### src/rtl/uart_txb_pkg.sv
package uart_txb_pkg;

    localparam int BYTE_W              = 8;
    localparam int STATUS_HOLD_EMPTY_B = 5;
    localparam int STATUS_TX_EMPTY_B   = 6;

    typedef struct packed {
        logic [1:0] len_sel;
        logic       two_stop;
        logic       par_en;
        logic       par_odd;
    } line_cfg_t;

    typedef enum logic [2:0] {
        SH_IDLE,
        SH_START,
        SH_DATA,
        SH_PAR,
        SH_STOP
    } sh_state_t;

    function automatic logic [3:0] data_bits(input logic [1:0] sel);
        return 4'd5 + {2'b00, sel};
    endfunction

    function automatic logic [BYTE_W-1:0] width_mask(input logic [1:0] sel);
        logic [1:0] drop;
        drop = 2'd3 - sel;
        return 8'hFF >> drop;
    endfunction

    function automatic logic parity_of(input logic [BYTE_W-1:0] data,
                                       input logic [1:0] sel,
                                       input logic odd);
        return (^(data & width_mask(sel))) ^ odd;
    endfunction

endpackage

### src/rtl/txb_fifo.sv
module txb_fifo #(
    parameter int WIDTH = 8,
    parameter int DEPTH = 16
) (
    input  logic             clk,
    input  logic             rst,
    input  logic             push,
    input  logic [WIDTH-1:0] push_data,
    input  logic             pop,
    output logic [WIDTH-1:0] head,
    output logic             valid,
    output logic             full
);
    localparam int AW = $clog2(DEPTH);
    localparam int CW = $clog2(DEPTH + 1);

    logic [WIDTH-1:0] mem [DEPTH];
    logic [AW-1:0]    wp_q, rp_q;
    logic [CW-1:0]    cnt_q;
    logic             do_push, do_pop;

    assign full    = (cnt_q == CW'(DEPTH));
    assign valid   = (cnt_q != '0);
    assign do_push = push && !full;
    assign do_pop  = pop && valid;
    assign head    = mem[rp_q];

    always_ff @(posedge clk) begin
        if (do_push) mem[wp_q] <= push_data;
    end

    always_ff @(posedge clk) begin
        if (rst) begin
            wp_q  <= '0;
            rp_q  <= '0;
            cnt_q <= '0;
        end else begin
            if (do_push) wp_q <= (wp_q == AW'(DEPTH - 1)) ? '0 : wp_q + 1'b1;
            if (do_pop)  rp_q <= (rp_q == AW'(DEPTH - 1)) ? '0 : rp_q + 1'b1;
            case ({do_push, do_pop})
                2'b10:   cnt_q <= cnt_q + 1'b1;
                2'b01:   cnt_q <= cnt_q - 1'b1;
                default: cnt_q <= cnt_q;
            endcase
        end
    end
endmodule

### src/rtl/txb_shifter.sv
module txb_shifter
    import uart_txb_pkg::*;
#(
    parameter int TICKS_PER_BIT = 16
) (
    input  logic              clk,
    input  logic              rst,
    input  logic              tick,
    input  line_cfg_t         cfg,
    input  logic              ld_valid,
    input  logic [BYTE_W-1:0] ld_data,
    output logic              ld_take,
    output logic              txd,
    output logic              busy
);
    localparam int SUBW = $clog2(TICKS_PER_BIT);

    sh_state_t         st_q;
    logic [SUBW-1:0]   sub_q;
    logic [BYTE_W-1:0] sh_q;
    logic [2:0]        idx_q;
    logic              par_q;
    logic              stop2_q;
    line_cfg_t         cfg_q;
    logic              bit_end;
    logic              last_data;

    assign ld_take   = tick && (st_q == SH_IDLE) && ld_valid;
    assign bit_end   = tick && (sub_q == SUBW'(TICKS_PER_BIT - 1));
    assign last_data = (idx_q == 3'(data_bits(cfg_q.len_sel) - 4'd1));
    assign busy      = (st_q != SH_IDLE);

    always_ff @(posedge clk) begin
        if (rst) begin
            st_q    <= SH_IDLE;
            sub_q   <= '0;
            sh_q    <= '0;
            idx_q   <= '0;
            par_q   <= 1'b0;
            stop2_q <= 1'b0;
            cfg_q   <= '0;
        end else if (ld_take) begin
            st_q    <= SH_START;
            sub_q   <= '0;
            sh_q    <= ld_data;
            idx_q   <= '0;
            par_q   <= parity_of(ld_data, cfg.len_sel, cfg.par_odd);
            stop2_q <= 1'b0;
            cfg_q   <= cfg;
        end else if (tick && busy) begin
            if (!bit_end) begin
                sub_q <= sub_q + 1'b1;
            end else begin
                sub_q <= '0;
                unique case (st_q)
                    SH_START: begin
                        st_q  <= SH_DATA;
                        idx_q <= '0;
                    end
                    SH_DATA: begin
                        sh_q  <= sh_q >> 1;
                        idx_q <= idx_q + 1'b1;
                        if (last_data) st_q <= cfg_q.par_en ? SH_PAR : SH_STOP;
                    end
                    SH_PAR:  st_q <= SH_STOP;
                    SH_STOP: begin
                        if (cfg_q.two_stop && !stop2_q) stop2_q <= 1'b1;
                        else                            st_q    <= SH_IDLE;
                    end
                    default: st_q <= SH_IDLE;
                endcase
            end
        end
    end

    always_comb begin
        unique case (st_q)
            SH_START: txd = 1'b0;
            SH_DATA:  txd = sh_q[0];
            SH_PAR:   txd = par_q;
            default:  txd = 1'b1;
        endcase
    end
endmodule

### src/rtl/uart_tx_buffered.sv
module uart_tx_buffered
    import uart_txb_pkg::*;
#(
    parameter int FIFO_DEPTH    = 16,
    parameter int TICKS_PER_BIT = 16
) (
    input  logic              clk,
    input  logic              rst,
    input  logic              wr_en,
    input  logic [BYTE_W-1:0] wr_data,
    input  logic              baud_tick,
    input  logic [1:0]        len_sel,
    input  logic              two_stop,
    input  logic              par_en,
    input  logic              par_odd,
    input  logic              irq_en,
    output logic              txd,
    output logic [7:0]        line_status,
    output logic              hold_empty,
    output logic              tx_empty,
    output logic              tx_irq
);
    line_cfg_t         cfg_in;
    logic [BYTE_W-1:0] q_head;
    logic              q_valid, q_full, q_pop, sh_busy;

    assign cfg_in = '{len_sel: len_sel, two_stop: two_stop,
                      par_en: par_en, par_odd: par_odd};

    txb_fifo #(.WIDTH(BYTE_W), .DEPTH(FIFO_DEPTH)) u_fifo (
        .clk       (clk),
        .rst       (rst),
        .push      (wr_en),
        .push_data (wr_data),
        .pop       (q_pop),
        .head      (q_head),
        .valid     (q_valid),
        .full      (q_full)
    );

    txb_shifter #(.TICKS_PER_BIT(TICKS_PER_BIT)) u_shift (
        .clk      (clk),
        .rst      (rst),
        .tick     (baud_tick),
        .cfg      (cfg_in),
        .ld_valid (q_valid),
        .ld_data  (q_head),
        .ld_take  (q_pop),
        .txd      (txd),
        .busy     (sh_busy)
    );

    assign hold_empty = !q_valid;
    assign tx_empty   = !q_valid && !sh_busy;
    assign tx_irq     = hold_empty && irq_en;

    always_comb begin
        line_status                      = '0;
        line_status[STATUS_HOLD_EMPTY_B] = hold_empty;
        line_status[STATUS_TX_EMPTY_B]   = tx_empty;
    end

    logic unused_full;
    assign unused_full = q_full;
endmodule

### config.mk
export PLATFORM = sky130hd
export DESIGN_NAME = uart_tx_buffered
export DESIGN_NICKNAME = d
export VERILOG_FILES = /design/src/rtl/uart_txb_pkg.sv /design/src/rtl/txb_fifo.sv /design/src/rtl/txb_shifter.sv /design/src/rtl/uart_tx_buffered.sv
export SDC_FILE = /design/constraint.sdc
export NUM_CORES = 1
export LEC_CHECK = 0
export ABC_AREA = 1
export BUFFER_PORTS_ARGS = -buffer_cell sky130_fd_sc_hd__buf_4
export CORE_UTILIZATION = 50
export CTS_BUF_LIST = sky130_fd_sc_hd__clkbuf_8
export DETAILED_ROUTE_END_ITERATION = 6
export PLACE_DENSITY = 0.67
export SYNTH_ARGS = -nofsm -noshare
export SYNTH_HDL_FRONTEND = slang
export SYNTH_SLANG_ARGS = --single-unit
### constraint.sdc
create_clock -name clk -period 2.9 [get_ports clk]
set_clock_uncertainty 0.15 [all_clocks]
set_input_delay 0.58 -clock clk [delete_from_list [all_inputs] [get_ports clk]]
set_output_delay 0.58 -clock clk [all_outputs]
set_load 0.02 [all_outputs]
### Word level (Yosys, flattened, before mapping)

Memory sizes are Yosys's and may differ from the RTL's. A register that Yosys moved wholly into a read port is not among the register bits.
Index checks and enable logic that the tools add are counted.
Widths: inputs -> output; s select.

| cells by class | value |
|---|---|
| add/subtract/negate cells | 9 |
| eq/ne operators | 15 |
| shift-type cells | 1 |
| multiplexer cells | 21 |
| bitwise operators | 2 |
| reductions and logical operators | 28 |

Operator list:

| operator | number |
|---|---|
| $mux 8 | 4 |
| $mux 4 | 5 |
| $add 4x1->4 const B | 3 |
| $eq 4x4->1 const B | 3 |
| $pmux 3 s4 | 1 |
| $reduce_and 4->1 | 3 |
| $pmux 5 s2 | 1 |
| $reduce_bool 2->1 | 5 |
| $logic_and 1x1->1 | 9 |
| $mux 3 | 3 |
| $and 8x8->8 | 1 |
| $reduce_xor 8->1 | 1 |
| $shr 8x2->8 const A | 1 |
| $eq 3x2->1 const B | 2 |
| $pmux 3 s2 | 1 |
| $reduce_and 3->1 | 2 |
| $add 5x1->5 const B | 1 |
| $eq 5x5->1 const B | 1 |
| $mux 1 | 5 |
| $reduce_bool 5->1 | 1 |
| $sub 5x1->5 const B | 1 |
| $logic_not 1->1 | 4 |
| $add 3x1->3 const B | 1 |
| $add 3x2->3 const A | 1 |
| other kinds (16) | 16 |

| word-level totals | value |
|---|---|
| bits in registers | 37 |
| bits in writable memories | 128 |
| bits of input ports | 18 |
| output and inout bits | 12 |
| word-level logic and storage cells | 90 |
| memories kept | 1 |

Memory list:

| memory | words | width | rd ports | clocked after memory_dff | write ports | RTL line | source |
|---|---|---|---|---|---|---|---|
| u_fifo.mem | 16 | 8 | 1 | 1 | 1 | txb_fifo.sv:17 | `logic [WIDTH-1:0] mem [DEPTH];` |

### Longest topological paths before layout

Gate-level depths: netlist of the first run.

| logic depth | value |
|---|---|
| depth in word-level cells | 8 |
| gate-level depth with buffers | 20 |
| gate-level depth less buffers | 18 |

### Hierarchy

From an unflattened synthesis of the first run, not the netlist that was laid out.

| unflattened totals | value |
|---|---|
| cells, all modules | 765 |
| area, all modules | 7663.6 um^2 |

By module, submodules not included:

| module | times used | cells an instance | area an instance (um^2) | seq. area each (um^2) |
|---|---|---|---|---|
| txb_fifo | 1 | 547 | 6214.7 | 4184.0 |
| txb_shifter | 1 | 205 | 1370.1 | 480.5 |
| uart_tx_buffered | 1 | 13 | 78.8 | 0.0 |

### Worst setup path after synthesis of the first run

No wires, ideal clock.

| timing | value |
|---|---|
| path type | input-to-reg |
| start point | input baud_tick |
| end point | register u_fifo.cnt_q[4] |
| setup time | 0.115 ns |
| arrival time | 2.205 ns |
| data required time | 2.635 ns |
| slack | 0.430 ns |
| cell stages on the path | 14 |
| buffers on the path | 2 |
| cell sequence | inv_1 > nor3_2 > buf_2 > buf_2 > ha_1 > nand2_1 > inv_1 > nor2_1 > o311ai_0 > nand2_1 > inv_1 > nand3_1 > nand2_1 > nor2_1 |

| between the ends | value |
|---|---|
| longest elaborated chain between the ends | 5 |
| elaborated cells on any way between the ends | 7 |
| those cells by class | 2 x eq/ne; 1 x mux; 4 x reduce/logical |

RTL lines:

| element | RTL line | source |
|---|---|---|
| start: declaration | uart_tx_buffered.sv:11 | `input logic baud_tick,` |
| $logic_and 1x1->1 * (2 in series) | txb_shifter.sv:28 | `assign ld_take = tick && (st_q == SH_IDLE) && ld_valid;` |
| $logic_and 1x1->1 * | txb_fifo.sv:25 | `assign do_pop = pop && valid;` |
| $eq 2x1->1 or $eq 2x2->1 (tied branches) | txb_fifo.sv:40 | `case ({do_push, do_pop})` |
| $pmux 5 s2 or $reduce_bool 2->1 (tied branches) | n/a |  |
| end signal: assignment | txb_fifo.sv:41 | `2'b10: cnt_q <= cnt_q + 1'b1;` |
| end signal: assignment | txb_fifo.sv:42 | `2'b01: cnt_q <= cnt_q - 1'b1;` |
| end signal: assignment | txb_fifo.sv:43 | `default: cnt_q <= cnt_q;` |
| end: declaration | txb_fifo.sv:19 | `logic [CW-1:0] cnt_q;` |

Every way passes the cells marked *; elsewhere a longest branch is shown, timed or not.
A chain may end at the register's enable or synchronous reset.

### Final worst setup path of the first run

| timing | value |
|---|---|
| start point | register u_fifo.cnt_q[2] |
| end point | register u_fifo.cnt_q[4] |

| between the ends | value |
|---|---|
| longest elaborated chain between the ends | 5 |
| elaborated cells on any way between the ends | 12 |
| those cells by class | 2 x add/sub; 3 x eq/ne; 1 x mux; 6 x reduce/logical |

RTL lines:

| element | RTL line |
|---|---|
| $eq 5x5->1 or $reduce_bool 5->1 (tied branches) | txb_fifo.sv:22, txb_fifo.sv:23 |
| $logic_not 1->1 or $logic_and 1x1->1 (tied branches) | txb_fifo.sv:24, txb_shifter.sv:28 |
| $logic_and 1x1->1 (on tied branches) | txb_fifo.sv:24, txb_fifo.sv:25 |
| $eq 2x1->1 or $eq 2x2->1 (tied branches) | txb_fifo.sv:40 |
| $pmux 5 s2 or $reduce_bool 2->1 (tied branches) | n/a |

Parallel ways exist; a longest one is shown, timed or not.

==> results of run 1 <==
## final timing paths
kind / from / endpoint / slack (ns) / cells past startpoint
worst max-delay path: u_fifo.cnt_q[2]$_SDFFE_PP0P_ / u_fifo.cnt_q[4]$_SDFFE_PP0P_ / 0.38 / 14
worst max register to register: u_fifo.cnt_q[2]$_SDFFE_PP0P_ / u_fifo.cnt_q[4]$_SDFFE_PP0P_ / 0.38 / 14
worst min register to register: u_shift.sh_q[6]$_SDFFE_PP0P_ / u_shift.sh_q[6]$_SDFFE_PP0P_ / 0.32 / 2
worst min-delay path: par_en / u_shift.cfg_q[1]$_SDFFE_PP0P_ / 0.19 / 3
## cells by family after synthesis
family                     count (synthesis)  share of synthesized area
AOI/OAI and AO/OA                         90                     0.0661
xor gates and xnor gates                   8                     0.0103
adders and majority gates                 10                     0.0166
buffers and inverters                    129                     0.0760
DFF                                      169                      0.618
other                                      1                   0.000497
and+or+nand+nor                          376                      0.213
## sequential cells by signal (all words and copies together) (netlist names), named ones only
register / flops
u_fifo.wp_q: 4
u_fifo.rp_q: 4
u_fifo.cnt_q: 5
u_shift.par_q: 1
u_shift.cfg_q: 4
u_shift.sh_q: 8
u_shift.stop2_q: 1
u_shift.sub_q: 4
u_fifo.mem: 128
u_shift.idx_q: 3
u_shift.st_q: 3
## routing by layer
layer	vias to the layer above	global-route usage
li1	2656	-
met1	2513	0.275
met2	163	0.383
met3	32	0.0533
met4	0	0.0897
met5	-	0
## critical path, cell delays in order (launching register included)
cell and delay, ns:
dfxtp_1 0.34, inv_2 0.10, nand4_1 0.13, nand2b_1 0.16, nand2_1 0.23, nand2_2 0.15, xor2_1 0.23, ha_1 0.23
nor2_1 0.07, o311ai_0 0.28, nand2_1 0.09, inv_1 0.08, nand3_1 0.07, nand2_1 0.06, nor2_1 0.04
## per-stage QoR
| stage | cells | utilization |
|---|---|---|
| after floorplan | 788 | - |
| after global placement | 981 | 0.541 |
| after detailed placement | 981 | 0.541 |
| after CTS | 1013 | 0.568 |
| after global routing | 1013 | 0.568 |
| final | 1013 | 0.568 |
## cell usage after synthesis (all sizes together), types with 4 or more instances
cell    number  area, sq um
nand2      187          722
edfxtp     128         3840
inv         90          340
nor2        87          342
nand3       79          400
o21ai       46          230
dfxtp       41          821
buf         33          210
a21oi       25          125
ha          10          125
o211ai       9         67.6
nor3         7         40.0
nand4        6         37.5
xor2         5         51.3
clkbuf       4         16.3
## layout make-up
cell class	instances	area, sq um	area share
Timing Repair Buffer	46	345	0.0415
Sequential cell	169	4670	0.561
Clock inverter	15	165	0.0198
Clock buffer	17	234	0.0281
Tap cell	184	230	0.0277
Inverter	92	348	0.0418
Multi-Input combinational cell	490	2330	0.280
## power by group through the flow
stage	combinational (mW)	clock, mW	sequential [mW]
after CTS	2.34	1.67	2.87
final	2.34	1.65	2.88
after floorplan	1.80	0	2.89
after global placement	2.25	0	2.91
after detailed placement	2.33	0	2.92
after global routing	2.64	1.77	2.90
==> metrics.txt, run 1 <==
outcome complete, but fails checks; failing checks DRC; share of total power in combinational logic 0.341; CTS root buf clkbuf_8; initial core utilization 0.516; flops & latches, synth 169; GRT Util Overall 0.224; most frequent cells in the layout nand2_1 (179), edfxtp_1 (128), nor2_1 (83); n_diodes 0; Vias/cell 5.30; initial antenna violation count 0; sequential share of the synthesized area 0.618; WP data required 3.11 ns; Synth Flop Type edfxtp_1; RSZ-0062 raised after global routing no; Remaining DRCs 11; synth unique cells 47; f_max 0.396 GHz; final wirelength 16.4 mm; Tcrit/Tclk final 0.870; Num CTS Buffers 17; DRT Pass-1 Iters 7; crit path time final 2.52 ns; number of gates resized after CTS 0; Pwr Density 825 mW/mm^2; vias in the first global route 5211; startpoint types flop; vias post-DR 5364; gpl congestion 0.883; top routing layer in use met4; number of cell rows 44; headroom to the max-slew limit 0.576; Area Overhead vs Synth 10.2%; die area 0.0156 sq mm; DP Worst Slack 0.447 ns; Cell Area, Placed 0.00792 sq mm; DRT iter0 DRCs 509; Detail Placement HPWL 10.7 mm; grt ovf 0; die span in x 125 um; Sink Count 169; most common cell after layout, fill and taps aside nand2_1; worst hold path type in -> reg; Max VDD drop 479 uV; crit path DAT 2.73 ns; WL met2 8.08 mm; # Post-CTS Setup Buffers 0; Port Buffers 23; Metal-1 WL 6.98 mm; Ports 30; cells after synthesis 783; NetSw 2.63 mW; Int Power 4.24 mW; sw frac 0.383; final max-slew violation count 0; CTS Hold Bufs 0; Cell Area, Synth 0.00755 sq mm; YS warnings 0; Worst Setup Path Type reg -> reg; Fillers 1251; max-cap violations 0; Hold WS 0.190 ns; CTS tree done; layout cells sized above 1 0.125; WL/cell 16.2 um; asr flop ratio synth 0; Core Region 0.0146 sq mm; Die Span Y 125 um; CTS clk-pin slew, worst paths 0.09 ns; Final Instance Area 0.00832 sq mm; largest net degree at the start of global routing 59; H-tree Lvls 4; nets 844; number of enable flip-flop cells after synthesis 128; Fin. Hold Viols 0; sequential share of power 0.419; Worst-Margin Slew 0.635 ns; overall power 6.86 mW; setup_tns 0 ns; Routed Antenna Nets 0; Clock power frac 0.240; first-pass GRT wire length 26.6 mm; met3 wire len 922 um; final setup margin 0.376 ns; Worst setup EP type flop; Avg Inst Size Synth 9.65 sq um; clk buf depth 2; Max FO, Critical Path 8; Static Leak 3.38 nW; Final setup viols 0; Worst-Skew Late Latency 0.46 ns
Power figures use the tool's default switching activity.
==> run 2, diff against run 1 <==
==> constraint.sdc (replaced) <==
create_clock -name clk -period 2.9 [get_ports clk]
set_clock_uncertainty 0.15 [all_clocks]
set_input_delay 0.435 -clock clk [delete_from_list [all_inputs] [get_ports clk]]
set_output_delay 0.435 -clock clk [all_outputs]
set_load 0.02 [all_outputs]
==> run 2 against run 1 <==
Against the previous run: the flow still finishes with violations (DRC); non-clock buffer count shrank 2; clock power shrank 7%; routed wire length is 0.86% lower; critical endpoint unchanged; count of clock-buffer cells in the layout did not move; flip-flop and latch count unchanged; total power is 2.0% lower; global-route usage down 0.46 points; sequential share of layout area is 0.27 points higher; sequential power is essentially flat; worst setup slack better by 0.0029 ns.
==> metrics.txt, run 2 (synthesis results as in run 1) <==
largest net degree at the start of global routing 59 (unchanged); number of gates resized after CTS 0 (unchanged); most common cell after layout, fill and taps aside nand2_1; CTS tree done; Final setup viols 0 (unchanged); Pwr Density 812 mW/mm^2 (-1.5%); Die Span Y 125 um (unchanged); M3 GR Usage 0.0494 (-0.00387); die area 0.0156 sq mm (unchanged); Vias/cell 5.33 (+0.73%); Routed Antenna Nets 0 (unchanged); Worst setup EP type flop; setup_tns 0 ns (unchanged); layout cells sized above 1 0.120 (-0.00560); vias post-DR 5387 (+0.43%); Fillers 1226 (-2.0%); Max VDD drop 484 uV (+1.1%); grt ovf 0 (unchanged); f_max 0.397 GHz (+0.11%); Fin. Hold Viols 0 (unchanged); r2r setup slk 0.38 ns (about the same); # Post-CTS Setup Buffers 0 (unchanged); top flop regs u_fifo.mem: 128 flops, u_shift.sh_q: 8 flops, u_fifo.cnt_q: 5 flops; Static Leak 3.38 nW (about the same); vias in the first global route 5128 (-1.6%); max-cap violations 0 (unchanged); number of cell rows 44 (unchanged); Sink Count 169 (unchanged); worst-path cell chain inv_2, nand4_1, nand2b_1, nand2_1, nand2_2, inv_1, ha_1, inv_1, o21bai_1, inv_1, o311ai_0, nand2_1, inv_1, a21oi_1, nor2_1; Remaining DRCs 11 (unchanged); crit path time final 2.52 ns (-0.00286 ns); DRT Pass-1 Iters 7 (unchanged); Detail Placement HPWL 10.5 mm (-1.6%); Num CTS Buffers 17 (unchanged); Most flops, register u_fifo.mem; die span in x 125 um (unchanged); sequential share of power 0.429 (+0.010); RSZ-0062 raised after global routing no; headroom to the max-slew limit 0.518 (-0.0574); critical path's most frequent cell inv_1; first-pass GRT wire length 25.8 mm (-3.0%); Clock power frac 0.230 (-0.010); Worst-Skew Late Latency 0.45 ns (about the same); WP data required 3.09 ns (-0.02 ns); Critical Path Max Stage Delay 0.33 ns (about the same); Final Instance Area 0.00828 sq mm (-0.48%); final wirelength 16.3 mm (-0.86%); Critical-path top delay cell dfxtp_1; GRT met1 Usage 0.271 (-0.00404); H-tree Lvls 4 (unchanged); max reg flops 128 (unchanged); startpoint types flop; WL/cell 16.1 um (-0.56%); Tcrit/Tclk final 0.869 (-0.000986); GRT Util Overall 0.220 (-0.00459); clk buf depth 2 (unchanged); CTS clk-pin slew, worst paths 0.08 ns (about the same); nets 842 (-0.24%); CP Buf/Inv Count 5 (+3); Worst Setup Path Type reg -> reg; n_diodes 0 (unchanged); area of the multi-input gates 0.00233 sq mm (unchanged); CTS root buf clkbuf_8; GR met2 Demand/Resource 0.371 (-0.0122); gpl congestion 0.849 (-3.8%); share of total power in combinational logic 0.342 (about the same); Cell Area, Placed 0.00792 sq mm (about the same); outcome complete, but fails checks; most frequent cells in the layout nand2_1 (179), edfxtp_1 (128), inv_1 (83), nor2_1 (83), nand3_1 (78); Port Buffers 23 (unchanged); Int Power 4.21 mW (-0.71%); crit path DAT 2.71 ns (-0.02 ns); Area Overhead vs Synth 9.64%; initial core utilization 0.516 (unchanged); hold depth 3 (unchanged); CTS Hold Bufs 0 (unchanged); Worst R2R Path Depth 15 (+1); Crit. path cell count 15 (+1); final max-slew violation count 0 (unchanged); sw frac 0.375 (-0.00809); Worst-Margin Slew 0.721 ns (+0.0857 ns); Reg area 0.00467 sq mm (unchanged); initial antenna violation count 0 (unchanged); final core occ 0.565 (-0.00273); DRT iter0 DRCs 454 (-11%); GR peak layer met2; Max FO, Critical Path 8 (unchanged); failing checks DRC; family with the most delay on the worst path simple AND/OR/NAND/NOR gates; worst hold path type in -> reg; Ports 30 (unchanged); Core Region 0.0146 sq mm (unchanged); NetSw 2.52 mW (-4.1%)
run 2: worst register-to-register path: stages (launching register included):
cell and delay [ns]:
dfxtp_1 0.33, inv_2 0.10, nand4_1 0.13, nand2b_1 0.17, nand2_1 0.27, nand2_2 0.16
inv_1 0.10, ha_1 0.26, inv_1 0.10, o21bai_1 0.08, inv_1 0.07, o311ai_0 0.12
nand2_1 0.08, inv_1 0.05, a21oi_1 0.17, nor2_1 0.07
run 2: power groups by stage:
stage          sequential, mW  clock, mW  combinational, mW
4_1_cts                  2.88       1.58               2.29
2_1_floorplan            2.89          0               1.80
5_1_grt                  2.91       1.67               2.59
6_report                 2.88       1.54               2.30
3_3_place_gp             2.93          0               2.23
3_5_place_dp             2.94          0               2.28
run 2: final timing paths:
kind / start / end
max: u_fifo.cnt_q[2]$_SDFFE_PP0P_ / u_fifo.cnt_q[4]$_SDFFE_PP0P_
min: two_stop / u_shift.cfg_q[2]$_SDFFE_PP0P_
max reg2reg: u_fifo.cnt_q[2]$_SDFFE_PP0P_ / u_fifo.cnt_q[4]$_SDFFE_PP0P_
min reg2reg: u_shift.sh_q[6]$_SDFFE_PP0P_ / u_shift.sh_q[6]$_SDFFE_PP0P_
run 2: layout make-up:
| cell class | instances | area share |
|---|---|---|
| Sequential cell | 169 | 0.563 |
| Multi-Input combinational cell | 490 | 0.282 |
| Inverter | 92 | 0.0420 |
| Timing Repair Buffer | 44 | 0.0414 |
| Clock buffer | 17 | 0.0283 |
| Tap cell | 184 | 0.0278 |
| Clock inverter | 14 | 0.0154 |
run 2: layer usage:
layer / up-vias / routed length, um
met5: - / 0
li1: 2654 / -
met2: 170 / 8020
met3: 25 / 899
met1: 2538 / 6970
met4: 0 / 391
run 2: stage by stage:
step | hold slack, ns | cells | total power [mW] | setup slack (ns)
after floorplan | 0.290 | 788 | 4.69 | 0.451
after global placement | 0.300 | 979 | 5.16 | 0.511
after detailed placement | 0.303 | 979 | 5.21 | 0.412
after CTS | 0.0486 | 1010 | 6.76 | 0.385
after global routing | 0.0568 | 1010 | 7.16 | 0.0783
final | 0.0787 | 1010 | 6.73 | 0.379
==> run 3, diff against run 2 <==
- CTS_BUF_LIST: sky130_fd_sc_hd__clkbuf_8 -> sky130_fd_sc_hd__clkbuf_4
==> run 3 against run 2 <==
Against the previous run: the flow still finishes with violations (DRC); design area is 0.59% lower; final cell count increased by 0.50%; worst hold slack lost 0.025 ns; combinational power is essentially flat; global-route usage hardly changed; utilization shrank 0.33 points; fmax is 0.82% lower; non-clock buffer count grew 5; critical path depth stayed put; clock power decreased by 16%; count of clock-buffer cells in the layout up 2; critical endpoint unchanged; largest power group unchanged.
==> metrics.txt, run 3 (synthesis results as in run 1) <==
die span in x 125 um (unchanged); final max-slew violation count 0 (unchanged); Pwr Density 787 mW/mm^2 (-3.2%); final core occ 0.562 (-0.00333); Worst Setup Path Type reg -> reg; most frequent cells in the layout nand2_1 (179), edfxtp_1 (128), nor2_1 (83); Die Span Y 125 um (unchanged); Remaining DRCs 12 (+1); max reg flops 128 (unchanged); Routed Antenna Nets 0 (unchanged); crit path time final 2.54 ns (+0.0208 ns); final wirelength 16.2 mm (-0.78%); RSZ-0062 raised after global routing no; Worst-Margin Slew 0.721 ns (+0.000268 ns); Max FO, Critical Path 8 (unchanged); H-tree Lvls 4 (unchanged); nets 847 (+0.59%); largest net degree at the start of global routing 59 (unchanged); grt ovf 0 (unchanged); startpoint types flop; Fin. Hold Viols 0 (unchanged); Worst setup EP type flop; Static Leak 3.35 nW (-0.73%); vias in the first global route 5114 (-0.27%); worst-path cell chain inv_1, nand4_1, nand2b_1, nand2_1, nand2_2, inv_1, ha_1, inv_1, o21bai_1, inv_1, o311ai_0, nand2_1, inv_1, a21oi_1, nor2_1; Max VDD drop 491 uV (+1.5%); DRT Pass-1 Iters 7 (unchanged); layout cells sized above 1 0.122 (+0.00169); number of cell rows 44 (unchanged); n_diodes 0 (unchanged); number of gates resized after CTS 0 (unchanged); Ports 30 (unchanged); WP data required 3.19 ns (+0.10 ns); Hold WS 0.0535 ns (-0.0252 ns); headroom to the max-slew limit 0.518 (about the same); Critical Path Max Stage Delay 0.33 ns (about the same); worst hold path type in -> reg; initial antenna violation count 0 (unchanged); Sink Count 169 (unchanged); CTS root buf clkbuf_4; Worst R2R Path Depth 15 (unchanged); Core Region 0.0146 sq mm (unchanged); Port Buffers 23 (unchanged); CTS clk-pin slew, worst paths 0.15 ns (+0.07 ns); crit path DAT 2.84 ns (+0.13 ns); Hold Startpoint wr_data[5]; failing checks DRC; first-pass GRT wire length 25.9 mm (+0.16%); max-cap violations 0 (unchanged); critical path's most frequent cell inv_1; Most flops, register u_fifo.mem; die area 0.0156 sq mm (unchanged); Num CTS Buffers 17 (unchanged); Detail Placement HPWL 10.5 mm (unchanged); hold depth 1 (-2); most common cell after layout, fill and taps aside nand2_1; WL/cell 15.9 um (-1.3%); setup_tns 0 ns (unchanged); overall power 6.48 mW (-3.7%); initial core utilization 0.516 (unchanged); DRT iter0 DRCs 437 (-3.7%); Final setup viols 0 (unchanged); top flop regs u_fifo.mem: 128 flops, u_shift.sh_q: 8 flops, u_fifo.cnt_q: 5 flops; f_max 0.393 GHz (-0.82%); outcome complete, but fails checks; Vias/cell 5.35 (+0.25%); Area Overhead vs Synth 9.00%; Critical-path top delay cell dfxtp_1; Crit. Startpoint u_fifo.cnt_q[1]$_SDFFE_PP0P_; GRT Util Overall 0.219 (-0.000263); worst reg2reg startpoint u_fifo.cnt_q[1]$_SDFFE_PP0P_; Tcrit/Tclk final 0.876 (+0.00717); Worst-Skew Late Latency 0.56 ns (+0.11 ns); clk buf depth 2 (unchanged); vias post-DR 5427 (+0.74%); CTS tree done; gpl congestion 0.849 (unchanged)
## run 3: changes by cell type in the layout (fill, tap and decap cells not counted), sizes merged
cell and delta:
dlygate4sd3 +5, clkbuf +2, inv -2
## run 3: power breakdown
part           internal, mW  switching (mW)  leakage [nW]
clock                 0.457           0.831         0.146
combinational         0.756            1.55          1.71
sequential             2.77           0.113          1.49
## run 3: layout make-up
class                      count  area, sq um
tap                          184          230
timing repair buffer          49          393
sequential                   169         4670
multi-input combinational    490         2330
inverter                      92          348
clock inverter                12          120
clock buffer                  19          143
fill                        1226         6410
## run 3: critical path, delay by kind of cell, from the launching register on
family / cells / cell delay [ns]
simple gates: 6 / 0.90
flops: 1 / 0.33
fa+ha+maj: 1 / 0.26
compound gates: 3 / 0.37
buf+inv: 5 / 0.43
## run 3: metal layers
| metal | global-route usage | part of all wire | vias up |
|---|---|---|---|
| met3 | 0.0533 | 0.058 | 19 |
| met2 | 0.374 | 0.50 | 165 |
| li1 | - | - | 2662 |
| met1 | 0.269 | 0.43 | 2581 |
| met4 | 0.0868 | 0.021 | 0 |
| met5 | 0 | 0 | - |
## run 3: path summary, 6_finish.rpt
check	endpoint	slack (ns)
worst max-delay path	u_fifo.cnt_q[4]$_SDFFE_PP0P_	0.36
worst max register to register	u_fifo.cnt_q[4]$_SDFFE_PP0P_	0.36
worst min-delay path	u_fifo.mem[11][5]$_DFFE_PP_	0.05
worst min register to register	u_shift.sh_q[6]$_SDFFE_PP0P_	0.32
## run 3: what timing repair did
action	4_1_cts	5_1_grt
endpoints found under the hold margin	9	0
setup buffers	0	0
hold buffers	5	0
## run 3: stage by stage
stage               worst slack [ns]  area (sq um)  std cells
CTS                            0.394          8230       1015
global placement               0.511          7920        979
detailed placement             0.412          7920        979
global route                  0.0730          8230       1015
finish                         0.358          8230       1015
floorplan                      0.451          7570        788
